[src/rtl/lirq_pkg.sv]
package lirq_pkg;
  localparam int WORD_W = 16;

  // Link status word layout
  localparam int LS_LINK_BIT = 10;
  localparam int LS_DPX_BIT  = 3;
  localparam int LS_SPD_LSB  = 0;
  localparam int LS_SPD_W    = 3;

  // Event bit positions in the pending and mask registers
  localparam int EV_LINK      = 0;
  localparam int EV_SPEED     = 1;
  localparam int EV_DUPLEX    = 2;
  localparam int EV_DOWNSHIFT = 5;
  localparam int EV_ANDONE    = 10;
  localparam int EV_WAKE      = 15;

  localparam int N_EXT = 3;

  // Bit position fed by each external pulse input
  function automatic int extPos(input int idx);
    case (idx)
      0:       return EV_ANDONE;
      1:       return EV_DOWNSHIFT;
      default: return EV_WAKE;
    endcase
  endfunction

  function automatic logic [WORD_W-1:0] legalMask();
    logic [WORD_W-1:0] m;
    m = '0;
    m[EV_LINK]   = 1'b1;
    m[EV_SPEED]  = 1'b1;
    m[EV_DUPLEX] = 1'b1;
    for (int i = 0; i < N_EXT; i++) m[extPos(i)] = 1'b1;
    return m;
  endfunction

  // Strobes from control to datapath
  typedef struct packed {
    logic detEn;
    logic wrMask;
    logic rdAny;
    logic rdLink;
    logic rdMask;
    logic rdStat;
  } regStrobe_t;
endpackage

[src/rtl/lirq_ctrl.sv]
module lirq_ctrl
  import lirq_pkg::*;
#(
  parameter int ADDR_W    = 5,
  parameter int ADDR_LINK = 'h18,
  parameter int ADDR_MASK = 'h19,
  parameter int ADDR_STAT = 'h1A
) (
  input  logic              clk,
  input  logic              rstN,
  input  logic [ADDR_W-1:0] regAddr,
  input  logic              regWrEn,
  input  logic              regRdEn,
  output regStrobe_t        strb
);
  localparam logic [ADDR_W-1:0] A_LINK = ADDR_W'(ADDR_LINK);
  localparam logic [ADDR_W-1:0] A_MASK = ADDR_W'(ADDR_MASK);
  localparam logic [ADDR_W-1:0] A_STAT = ADDR_W'(ADDR_STAT);

  // Set after the first sampled link word, which is only a baseline
  logic armed;

  always_ff @(posedge clk or negedge rstN) begin
    if (!rstN) armed <= 1'b0;
    else       armed <= 1'b1;
  end

  always_comb begin
    strb.detEn  = armed;
    strb.wrMask = regWrEn && (regAddr == A_MASK);
    strb.rdAny  = regRdEn;
    strb.rdLink = regRdEn && (regAddr == A_LINK);
    strb.rdMask = regRdEn && (regAddr == A_MASK);
    strb.rdStat = regRdEn && (regAddr == A_STAT);
  end
endmodule

[src/rtl/lirq_detect.sv]
module lirq_detect
  import lirq_pkg::*;
(
  input  logic              clk,
  input  logic              rstN,
  input  logic              detEn,
  input  logic [WORD_W-1:0] linkWord,
  input  logic [N_EXT-1:0]  extEvt,
  output logic [WORD_W-1:0] evtVec
);
  logic [WORD_W-1:0] prevWord;
  logic [WORD_W-1:0] extPart [N_EXT];
  logic [WORD_W-1:0] chgVec;

  always_ff @(posedge clk or negedge rstN) begin
    if (!rstN) prevWord <= '0;
    else       prevWord <= linkWord;
  end

  // Per-pulse placement into the event vector
  for (genvar g = 0; g < N_EXT; g++) begin : g_ext
    assign extPart[g] = extEvt[g] ? (WORD_W'(1) << extPos(g)) : '0;
  end

  always_comb begin
    chgVec = '0;
    if (detEn) begin
      chgVec[EV_LINK]   = linkWord[LS_LINK_BIT] ^ prevWord[LS_LINK_BIT];
      chgVec[EV_SPEED]  = linkWord[LS_SPD_LSB +: LS_SPD_W] != prevWord[LS_SPD_LSB +: LS_SPD_W];
      chgVec[EV_DUPLEX] = linkWord[LS_DPX_BIT] ^ prevWord[LS_DPX_BIT];
    end
    evtVec = chgVec;
    for (int i = 0; i < N_EXT; i++) evtVec = evtVec | extPart[i];
  end
endmodule

[src/rtl/lirq_regs.sv]
module lirq_regs
  import lirq_pkg::*;
(
  input  logic              clk,
  input  logic              rstN,
  input  regStrobe_t        strb,
  input  logic [WORD_W-1:0] evtVec,
  input  logic [WORD_W-1:0] linkWord,
  input  logic [WORD_W-1:0] regWrData,
  output logic [WORD_W-1:0] regRdData,
  output logic [WORD_W-1:0] statVec,
  output logic [WORD_W-1:0] maskVec,
  output logic              irqN
);
  localparam logic [WORD_W-1:0] LEGAL = legalMask();

  logic [WORD_W-1:0] statNext;
  logic [WORD_W-1:0] rdMux;

  // New events survive a clearing read in the same cycle
  assign statNext = (strb.rdStat ? '0 : statVec) | (evtVec & LEGAL);

  always_comb begin
    rdMux = '0;
    if      (strb.rdLink) rdMux = linkWord;
    else if (strb.rdMask) rdMux = maskVec;
    else if (strb.rdStat) rdMux = statVec;
  end

  always_ff @(posedge clk or negedge rstN) begin
    if (!rstN) begin
      statVec   <= '0;
      maskVec   <= '0;
      regRdData <= '0;
    end else begin
      statVec <= statNext;
      if (strb.wrMask) maskVec   <= regWrData & LEGAL;
      if (strb.rdAny)  regRdData <= rdMux;
    end
  end

  assign irqN = ~|(statVec & maskVec);
endmodule

[src/rtl/link_event_irq.sv]
module link_event_irq
  import lirq_pkg::*;
#(
  parameter int ADDR_W    = 5,
  parameter int ADDR_LINK = 'h18,
  parameter int ADDR_MASK = 'h19,
  parameter int ADDR_STAT = 'h1A
) (
  input  logic              clk,
  input  logic              rstN,
  input  logic [15:0]       linkWord,
  input  logic [2:0]        extEvt,
  input  logic [ADDR_W-1:0] regAddr,
  input  logic              regWrEn,
  input  logic              regRdEn,
  input  logic [15:0]       regWrData,
  output logic [15:0]       regRdData,
  output logic              irqN
);
  regStrobe_t        strb;
  logic [WORD_W-1:0] evtVec;
  logic [WORD_W-1:0] statVec;
  logic [WORD_W-1:0] maskVec;

  lirq_ctrl #(
    .ADDR_W(ADDR_W), .ADDR_LINK(ADDR_LINK),
    .ADDR_MASK(ADDR_MASK), .ADDR_STAT(ADDR_STAT)
  ) u_ctrl (
    .clk(clk), .rstN(rstN), .regAddr(regAddr),
    .regWrEn(regWrEn), .regRdEn(regRdEn), .strb(strb)
  );

  lirq_detect u_det (
    .clk(clk), .rstN(rstN), .detEn(strb.detEn),
    .linkWord(linkWord), .extEvt(extEvt), .evtVec(evtVec)
  );

  lirq_regs u_regs (
    .clk(clk), .rstN(rstN), .strb(strb), .evtVec(evtVec),
    .linkWord(linkWord), .regWrData(regWrData), .regRdData(regRdData),
    .statVec(statVec), .maskVec(maskVec), .irqN(irqN)
  );
endmodule

[config.mk]
export PLATFORM = sky130hd
export DESIGN_NAME = link_event_irq
export DESIGN_NICKNAME = d
export VERILOG_FILES = /design/src/rtl/lirq_pkg.sv /design/src/rtl/lirq_ctrl.sv /design/src/rtl/lirq_detect.sv /design/src/rtl/lirq_regs.sv /design/src/rtl/link_event_irq.sv
export SDC_FILE = /design/constraint.sdc
export NUM_CORES = 1
export LEC_CHECK = 0
export BUFFER_PORTS_ARGS = -buffer_cell sky130_fd_sc_hd__buf_2
export CAP_MARGIN = 20
export CORE_MARGIN = 2
export CORE_UTILIZATION = 49
export DETAILED_ROUTE_END_ITERATION = 8
export HOLD_SLACK_MARGIN = 0.15
export PLACE_DENSITY = 0.79
export SYNTH_ARGS = -nofsm -noshare
export SYNTH_HDL_FRONTEND = slang
export SYNTH_HIERARCHICAL = 1
export SYNTH_SLANG_ARGS = --single-unit
[constraint.sdc]
create_clock -name clk -period 1.1 [get_ports clk]
set_input_delay 0.055 -clock clk [delete_from_list [all_inputs] [get_ports clk]]
set_output_delay 0.055 -clock clk [all_outputs]
set_load 0.1 [all_outputs]
==> results.json, run 1 <==
{
  "cts_tree": "yes",
  "syn_to_final_growth_pct": 65.8,
  "comb_power_share_pct": 27.5,
  "clock_skew_ns": 0.00850,
  "required_ns": 1.04,
  "r2r-start": "u_det/prevWord[0]",
  "rrSetupSlack_ns": 0.01,
  "instances_no_fill": 257,
  "syn_area_per_cell_sq_um": 11.2,
  "p_leak_nw": 1.07,
  "setup_viol": 1,
  "grt_max_degree": 35,
  "status": "finished with violations",
  "drt-initial-drc-count": 41,
  "dp_slack_ns": -0.115,
  "design_area_sq_mm": 0.00251,
  "ant_nets": 0,
  "final_core_util_pct": 83.6,
  "rsz0062_at_grt": "true",
  "grtUsageTotal_pct": 27.9,
  "min_period_ns": 1.57,
  "diodes": 0,
  "rows": 20,
  "dr.pass1.iters": 4,
  "clkTransAtPathRegs_ns": 0.11,
  "critPathMaxFanout": 2,
  "hp-class": "primary input to asynchronous set/reset pin",
  "crit_type": "flip-flop to output port",
  "gp_congestion": 0.780,
  "p_switching_mw": 0.924,
  "maxCapViolations": 0,
  "drt_wl_total_um": 4410,
  "powerDensity_mw_per_mm2": 1170,
  "hold_violations": 0,
  "drc": 0,
  "synth_nets": 179,
  "power.clock.fraction_pct": 24.8,
  "vias": 1352,
  "yosys_warnings": 6,
  "dp_cells": 222,
  "intPower_mw": 2.02,
  "fin_ws_ns": -0.468,
  "end_kind": "output port",
  "initial_core_util_pct": 50.4,
  "cts_made_buffers": 5,
  "die_area_sq_mm": 0.00355,
  "placed_area_sq_mm": 0.00217,
  "clkLatencyLatePin_ns": 0.34,
  "post-route-period-util_pct": 143,
  "fmax_ghz": 0.638,
  "final.fill_count": 158,
  "reg2reg_depth": 3,
  "core_area_sq_mm": 0.00300,
  "netlist_area_sq_mm": 0.00151,
  "overflow": 0,
  "seqPwrFrac_pct": 47.7,
  "first_global_vias": 1486,
  "critPathArrivalTime_ns": 1.51,
  "die_x_um": 59.6,
  "dieHeight_um": 59.6,
  "cts_sinks": 34,
  "p_sw_share_pct": 31.4,
  "synthCells": 135,
  "cts_root_buffer": "clkbuf_4",
  "viasPerCell": 5.26,
  "nNetsFinal": 267,
  "wl_per_cell_um": 17.2,
  "peakVddDrop_v": 0.000770,
  "num_io_pins": 61,
  "grt_antenna_before_repair": 0,
  "dpl.hpwl_um": 2450,
  "crit_path_start_kind": "flip-flop",
  "drv_slew": 0,
  "drive_gt1_share_pct": 46.4,
  "r2r-end": "u_regs/statVec[1]",
  "grt_pass1_wl_um": 6980,
  "violations": "negative setup slack",
  "htree_levels": 2,
  "cts_buffer_depth": 2,
  "portBuffers": 50
}
[worst max path at each step]
| stage | slack, ns | to | start |
|---|---|---|---|
| after floorplan | -0.41 | irqN | u_regs/maskVec[10] |
| after global placement | -0.05 | irqN | u_regs/maskVec[10] |
| after detailed placement | -0.11 | irqN | u_regs/maskVec[10] |
| after CTS | -0.45 | irqN | u_regs/maskVec[10] |
| after global routing | -0.54 | irqN | u_regs/maskVec[10] |
| final | -0.47 | irqN | u_regs/maskVec[10] |
[critical path, stage by stage (launching register included)]
cell and delay [ns]:
dfrtp_1 0.40, a22oi_2 0.23, nand2_2 0.09, a221oi_4 0.24, buf_12 0.21
[final cells by class]
class / count / area [sq um] / area share [%]
Timing Repair Buffer: 92 / 911 / 36.3
Sequential cell: 34 / 871 / 34.7
Multi-Input combinational cell: 79 / 586 / 23.3
Clock buffer: 7 / 55.1 / 2.19
Inverter: 11 / 41.3 / 1.65
Tap cell: 33 / 41.3 / 1.65
Clock inverter: 1 / 5.00 / 0.199
[metrics by stage]
step / setup TNS [ns] / hold slack, ns / power [mW]
floorplan: -0.410 / -0.241 / 1.80
CTS: -0.447 / 0.184 / 2.92
finish: -0.468 / 0.187 / 2.95
detailed placement: -0.228 / 0.0267 / 2.12
global route: -0.579 / 0.195 / 3.07
global placement: -0.0479 / 0.0224 / 2.10
[power groups by stage]
| stage | Sequential [mW] | Clock [mW] | Combinational (mW) |
|---|---|---|---|
| 6_report | 1.41 | 0.730 | 0.810 |
| 4_1_cts | 1.40 | 0.733 | 0.789 |
| 2_1_floorplan | 1.55 | 0 | 0.244 |
| 3_3_place_gp | 1.42 | 0 | 0.680 |
| 5_1_grt | 1.42 | 0.799 | 0.850 |
| 3_5_place_dp | 1.43 | 0 | 0.696 |
[repair_timing]
| action | in CTS | in global routing |
|---|---|---|
| endpoints found under the hold margin | 64 | 0 |
| setup buffers | 1 | 0 |
| setup endpoints to repair | 1 | 2 |
| pin swaps | 1 | 2 |
| hold buffers | 26 | 0 |
| resized for setup | 2 | 1 |
[layer usage]
metal	track usage, %	wire [um]
met2	51.2	2390
met4	10.8	111
met5	0	0
met1	28.8	1580
met3	9.83	326
[flip-flops by register name (all words and copies together), names as in the netlist]
name / cells
u_regs/regRdData: 16
u_regs/maskVec: 6
u_regs/statVec: 6
u_det/prevWord: 5
u_ctrl/armed: 1
[cells in the final DEF (no fill, tap or decap), drive strengths merged]
cell type    instances
nand3b               7
a22oi                7
a31oi                1
a21oi                5
nor2                 2
mux2                 6
nor2b                2
clkinv               1
conb                 1
dfrtp               34
nand4b               2
inv                 11
nand2                2
o21ai               16
nor3                 1
nand3               10
dlygate4sd3         26
a221oi               1
clkbuf               7
o31a                 1
nand2b               1
and2                 2
xor2                 5
a21o                 6
buf                 66
nor3b                1
(Power assumes the default switching activity.)
==> inputs of run 2 (changes only) <==
==> constraint.sdc (replaced) <==
create_clock -name clk -period 1.68 [get_ports clk]
set_input_delay 0.084 -clock clk [delete_from_list [all_inputs] [get_ports clk]]
set_output_delay 0.084 -clock clk [all_outputs]
set_load 0.1 [all_outputs]
==> run 2 against run 1 <==
The flow now finishes without violations. Via count down 3.6%. Clock skew is 0.0029 ns lower. Worst hold slack better by 0.0032 ns. Global-route usage down 6.5 points. Design area fell by 16%. Combinational power down 49%. Register-to-register slack better by 0.52 ns. Sequential share of layout area rose by 5.4 points. Sequential cell count unchanged. Critical path type unchanged. Critical endpoint unchanged.
==> results.json, run 2 (same netlist as run 1, synthesis figures left out) <==
{
  "cts_tree": "yes",
  "clock_skew_ns": 0.00561,
  "status": "complete, no violations",
  "fmax_ghz": 0.638,
  "placed_area_sq_mm": 0.00179,
  "comb_power_share_pct": 23.4,
  "drt-initial-drc-count": 35,
  "first_global_vias": 1321,
  "finalPower_mw": 1.78,
  "final_core_util_pct": 70.6,
  "setup_viol": 0,
  "p_sw_share_pct": 30.5,
  "num_io_pins": 61,
  "diodes": 0,
  "min_period_ns": 1.57,
  "post-route-period-util_pct": 93.3,
  "cts_root_buffer": "clkbuf_4",
  "dr.pass1.iters": 4,
  "wl_per_cell_um": 14.0,
  "final_common_cell": "buf_2",
  "clkLatencyLatePin_ns": 0.32,
  "seqPwrFrac_pct": 51.1,
  "required_ns": 1.60,
  "gp_congestion": 0.825,
  "drt_wl_total_um": 3430,
  "largest_register_ffs": 16,
  "p_leak_nw": 0.967,
  "startpoint": "u_regs/maskVec[5]",
  "maxCapViolations": 0,
  "min_from": "linkWord[5]",
  "tightest_slew_ns": 0.724,
  "reg_top3": "u_regs/regRdData (16), u_regs/maskVec (6), u_regs/statVec (6)",
  "dpl.hpwl_um": 2270,
  "grt_pass1_wl_um": 5550,
  "ant_nets": 0,
  "portBuffers": 50,
  "critPathArrivalTime_ns": 1.48,
  "vias": 1304,
  "rows": 20,
  "dieHeight_um": 59.6,
  "htree_levels": 2,
  "viasPerCell": 5.34,
  "intPower_mw": 1.24,
  "dp_slack_ns": 0.380,
  "initial_core_util_pct": 50.4,
  "grt_antenna_before_repair": 0,
  "overflow": 0,
  "core_area_sq_mm": 0.00300,
  "hold_violations": 0,
  "hp-class": "primary input to flip-flop",
  "end_kind": "output port",
  "drv_slew": 0,
  "nNetsFinal": 254,
  "power.clock.fraction_pct": 25.6,
  "cts_buffer_depth": 2,
  "final_cell_mix": "49 x buf_2, 34 x dfrtp_1, 26 x dlygate4sd3_1",
  "grt_max_degree": 35,
  "fin_ws_ns": 0.113,
  "crit_type": "flip-flop to output port",
  "powerDensity_mw_per_mm2": 842,
  "drive_gt1_share_pct": 34.6,
  "design_area_sq_mm": 0.00212,
  "drc": 0,
  "cts_made_buffers": 5,
  "syn_to_final_growth_pct": 40.0,
  "rsz0062_at_grt": "false",
  "finalSetupTns_ns": 0,
  "cts_sinks": 34,
  "peakVddDrop_v": 0.000523,
  "grtUsageTotal_pct": 21.4,
  "die_area_sq_mm": 0.00355,
  "r2r-start": "u_det/prevWord[2]",
  "critPathMaxFanout": 3,
  "crit_path_start_kind": "flip-flop",
  "clkTransAtPathRegs_ns": 0.10,
  "slew_headroom_pct": 51.8,
  "cts_setup_buffers": 0,
  "p_switching_mw": 0.544,
  "largest_register": "u_regs/regRdData",
  "die_x_um": 59.6
}
[run 2: changes by cell type in the layout (fill, tap and decap cells not counted), sizes merged]
cell  change
buf      -13
[run 2: cell type report]
cell class                 count  area, sq um
clock inverter                 1         5.00
fill                         227          883
clock buffer                   7         55.1
inverter                      11         41.3
timing repair buffer          79          548
multi-input combinational     79          578
tap                           33         41.3
sequential                    34          851
[run 2: layer usage]
metal / vias up / global-route usage (%) / wire [um]
li1: 617 / - / -
met1: 620 / 24.6 / 1390
met2: 58 / 37.0 / 1730
met3: 9 / 5.90 / 217
met4: 0 / 9.84 / 89
met5: - / 0 / 0
[run 2: timing repair]
item,CTS,global route
gates resized for setup,0,1
hold endpoints to repair,61,0
endpoints found under the setup margin,0,1
hold buffers,26,0
[run 2: final timing paths]
kind / to / slack (ns) / depth (start not counted)
max in group asynchronous: u_regs/maskVec[5] / 0.87 / 2
setup / recovery: irqN / 0.11 / 4
setup reg to reg: u_regs/statVec[1] / 0.53 / 3
hold / removal: u_regs/regRdData[5] / 0.19 / 4
min in group asynchronous: u_regs/regRdData[0] / 0.34 / 2
hold reg to reg: u_regs/statVec[1] / 0.52 / 1
[run 2: worst max-delay path: stages (launching register included)]
cell and delay (ns):
dfrtp_1 0.41, a22oi_1 0.20, nand2_1 0.11, a221oi_4 0.23, buf_12 0.21
[run 2: metrics by stage]
| step | hold slack [ns] | std cells |
|---|---|---|
| 6_report | 0.191 | 244 |
| 5_1_grt | 0.186 | 244 |
| 4_1_cts | 0.180 | 244 |
| 3_5_place_dp | 0.191 | 210 |
| 3_3_place_gp | 0.168 | 210 |
| 2_1_floorplan | -0.212 | 135 |
[run 2: power groups by stage]
stage | clock, mW | combinational, mW | sequential [mW]
finish | 0.456 | 0.417 | 0.911
global route | 0.516 | 0.443 | 0.918
CTS | 0.474 | 0.415 | 0.910
detailed placement | 0 | 0.369 | 0.926
global placement | 0 | 0.360 | 0.924
floorplan | 0 | 0.160 | 1.01
==> inputs of run 3 (changes only) <==
--- a/config.mk
+++ b/config.mk
@@ -7,11 +7,14 @@
 export LEC_CHECK = 0
 export BUFFER_PORTS_ARGS = -buffer_cell sky130_fd_sc_hd__buf_2
 export CAP_MARGIN = 20
+export CELL_PAD_IN_SITES_DETAIL_PLACEMENT = 1
+export CELL_PAD_IN_SITES_GLOBAL_PLACEMENT = 2
 export CORE_MARGIN = 2
-export CORE_UTILIZATION = 49
+export CORE_UTILIZATION = 30
+export CTS_CLUSTER_DIAMETER = 150
 export DETAILED_ROUTE_END_ITERATION = 8
 export HOLD_SLACK_MARGIN = 0.15
-export PLACE_DENSITY = 0.79
+export PLACE_DENSITY_LB_ADDON = 0.1
 export SYNTH_ARGS = -nofsm -noshare
 export SYNTH_HDL_FRONTEND = slang
 export SYNTH_HIERARCHICAL = 1
==> constraint.sdc (replaced) <==
create_clock -name clk -period 1.57 [get_ports clk]
set_input_delay 0.0785 -clock clk [delete_from_list [all_inputs] [get_ports clk]]
set_output_delay 0.0785 -clock clk [all_outputs]
set_load 0.1 [all_outputs]
==> run 3 against run 2 <==
First-iteration DRC count grew 57%. Global-route usage shrank 5.4 points. Clock power grew 35%. Die area grew 59%. Clock-buffer cell count shrank 1. Clock skew grew 0.0022 ns. Utilization shrank 24 points. Non-clock buffer count grew 3. Critical path type unchanged.
==> results.json, run 3 (same netlist as run 1, synthesis figures left out) <==
{
  "syn_to_final_growth_pct": 46.6,
  "hp-class": "primary input to flip-flop",
  "status": "complete, no violations",
  "overflow": 0,
  "required_ns": 1.49,
  "cts_tree": "yes",
  "initial_core_util_pct": 31.6,
  "first_global_vias": 1363,
  "design_area_sq_mm": 0.00222,
  "post-route-period-util_pct": 97.4,
  "peakVddDrop_v": 0.000395,
  "setup_viol": 0,
  "drt-initial-drc-count": 55,
  "wl_per_cell_um": 15.0,
  "min_from": "linkWord[15]",
  "drt_wl_total_um": 4210,
  "final_core_util_pct": 46.4,
  "placed_area_sq_mm": 0.00186,
  "vias": 1261,
  "r2r-end": "u_regs/statVec[1]",
  "hold_slack_ns": 0.174,
  "largest_register_ffs": 16,
  "p_leak_nw": 0.990,
  "final.fill_count": 555,
  "gp_congestion": 0.724,
  "htree_levels": 2,
  "cts_root_buffer": "clkbuf_8",
  "num_io_pins": 61,
  "critPathMaxFanout": 3,
  "dr.pass1.iters": 3,
  "ant_nets": 0,
  "maxCapViolations": 0,
  "critPathArrivalTime_ns": 1.45,
  "die_area_sq_mm": 0.00563,
  "final_cell_mix": "49 x buf_2, 34 x dfrtp_1, 24 x dlygate4sd3_1",
  "r2r-start": "u_det/prevWord[2]",
  "dp_cells": 246,
  "clkLatencyLatePin_ns": 0.28,
  "hold_violations": 0,
  "die_x_um": 75.0,
  "end_kind": "output port",
  "fmax_ghz": 0.654,
  "nNetsFinal": 257,
  "cts_buffer_depth": 2,
  "cts_made_buffers": 5,
  "hold_end": "u_regs/regRdData[15]",
  "portBuffers": 50,
  "instances_no_fill": 280,
  "crit_type": "flip-flop to output port",
  "diodes": 0,
  "dpl.hpwl_um": 2830,
  "viasPerCell": 4.50,
  "drive_gt1_share_pct": 37.1,
  "grtUsageTotal_pct": 16.0,
  "drc": 0,
  "rows": 25,
  "reg2reg_depth": 3,
  "powerDensity_mw_per_mm2": 932,
  "grt_max_degree": 34,
  "rrSetupSlack_ns": 0.49,
  "grt_pass1_wl_um": 6510,
  "rsz0062_at_grt": "true",
  "final_common_cell": "buf_2",
  "drv_slew": 0,
  "fin_ws_ns": 0.0401,
  "min_period_ns": 1.53,
  "cts_sinks": 34,
  "grt_antenna_before_repair": 0,
  "core_area_sq_mm": 0.00479,
  "dieHeight_um": 75.0,
  "clock_skew_ns": 0.00780,
  "largest_register": "u_regs/regRdData",
  "clkTransAtPathRegs_ns": 0.07,
  "reg_top3": "u_regs/regRdData (16), u_regs/maskVec (6), u_regs/statVec (6)",
  "crit_path_start_kind": "flip-flop",
  "dp_slack_ns": 0.333,
  "hold_depth": 4
}
==> run 3: cell types whose count changed in the layout (fill, tap and decap cells not counted), moves of 2 or more <==
| cell | before | now |
|---|---|---|
| clkbuf_8 | 1 | 5 |
| dlygate4sd3_1 | 26 | 24 |
| buf_4 | 3 | 7 |
| clkbuf_4 | 5 | 0 |
==> run 3: metal layers <==
layer | track usage (%) | vias up | wire (um)
li1 | - | 615 | -
met1 | 19.2 | 614 | 1790
met2 | 27.9 | 28 | 2210
met3 | 4.55 | 4 | 168
met4 | 4.76 | 0 | 44
met5 | 0 | - | 0
==> run 3: critical path: stages (launching register included) <==
cell and delay [ns]:
dfrtp_1 0.42, a22oi_2 0.21, nand2_2 0.08, a221oi_4 0.25
buf_12 0.21
==> run 3: final cells by class <==
class | count | area [sq um] | area share (%)
clock buffer | 6 | 72.6 | 3.27
multi-input combinational | 79 | 586 | 26.4
clock inverter | 1 | 7.51 | 0.338
inverter | 11 | 41.3 | 1.86
timing repair buffer | 82 | 578 | 26.0
sequential | 34 | 851 | 38.3
tap | 67 | 83.8 | 3.78
==> run 3: where the power goes <==
part	internal (mW)	total (mW)	switching [mW]
clock network	0.304	0.615	0.311
registers	0.931	0.984	0.0525
logic	0.192	0.469	0.277
total	1.43	2.07	0.641
==> run 3: timing repair <==
item                       CTS  global route
gates resized for setup      0             3
hold buffers                24             0
buffers inserted             0             3
setup endpoints to repair    0             1
hold endpoints to repair    58             0
==> run 3: through the flow <==
stage	setup TNS, ns	total power [mW]
final	0	2.07
after global routing	-0.0172	2.17
after CTS	0	2.07
after detailed placement	0	1.41
after global placement	0	1.39
after floorplan	0	1.26
==> run 3: worst max path at each step <==
stage	startpoint	cells past startpoint	endpoint	slack (ns)
after global routing	u_regs/statVec[5]	4	irqN	-0.02
after floorplan	u_regs/maskVec[10]	3	irqN	0.04
after detailed placement	u_regs/maskVec[10]	4	irqN	0.33
after global placement	u_regs/maskVec[10]	4	irqN	0.34
after CTS	u_regs/maskVec[10]	4	irqN	0.03
final	u_regs/statVec[5]	4	irqN	0.04
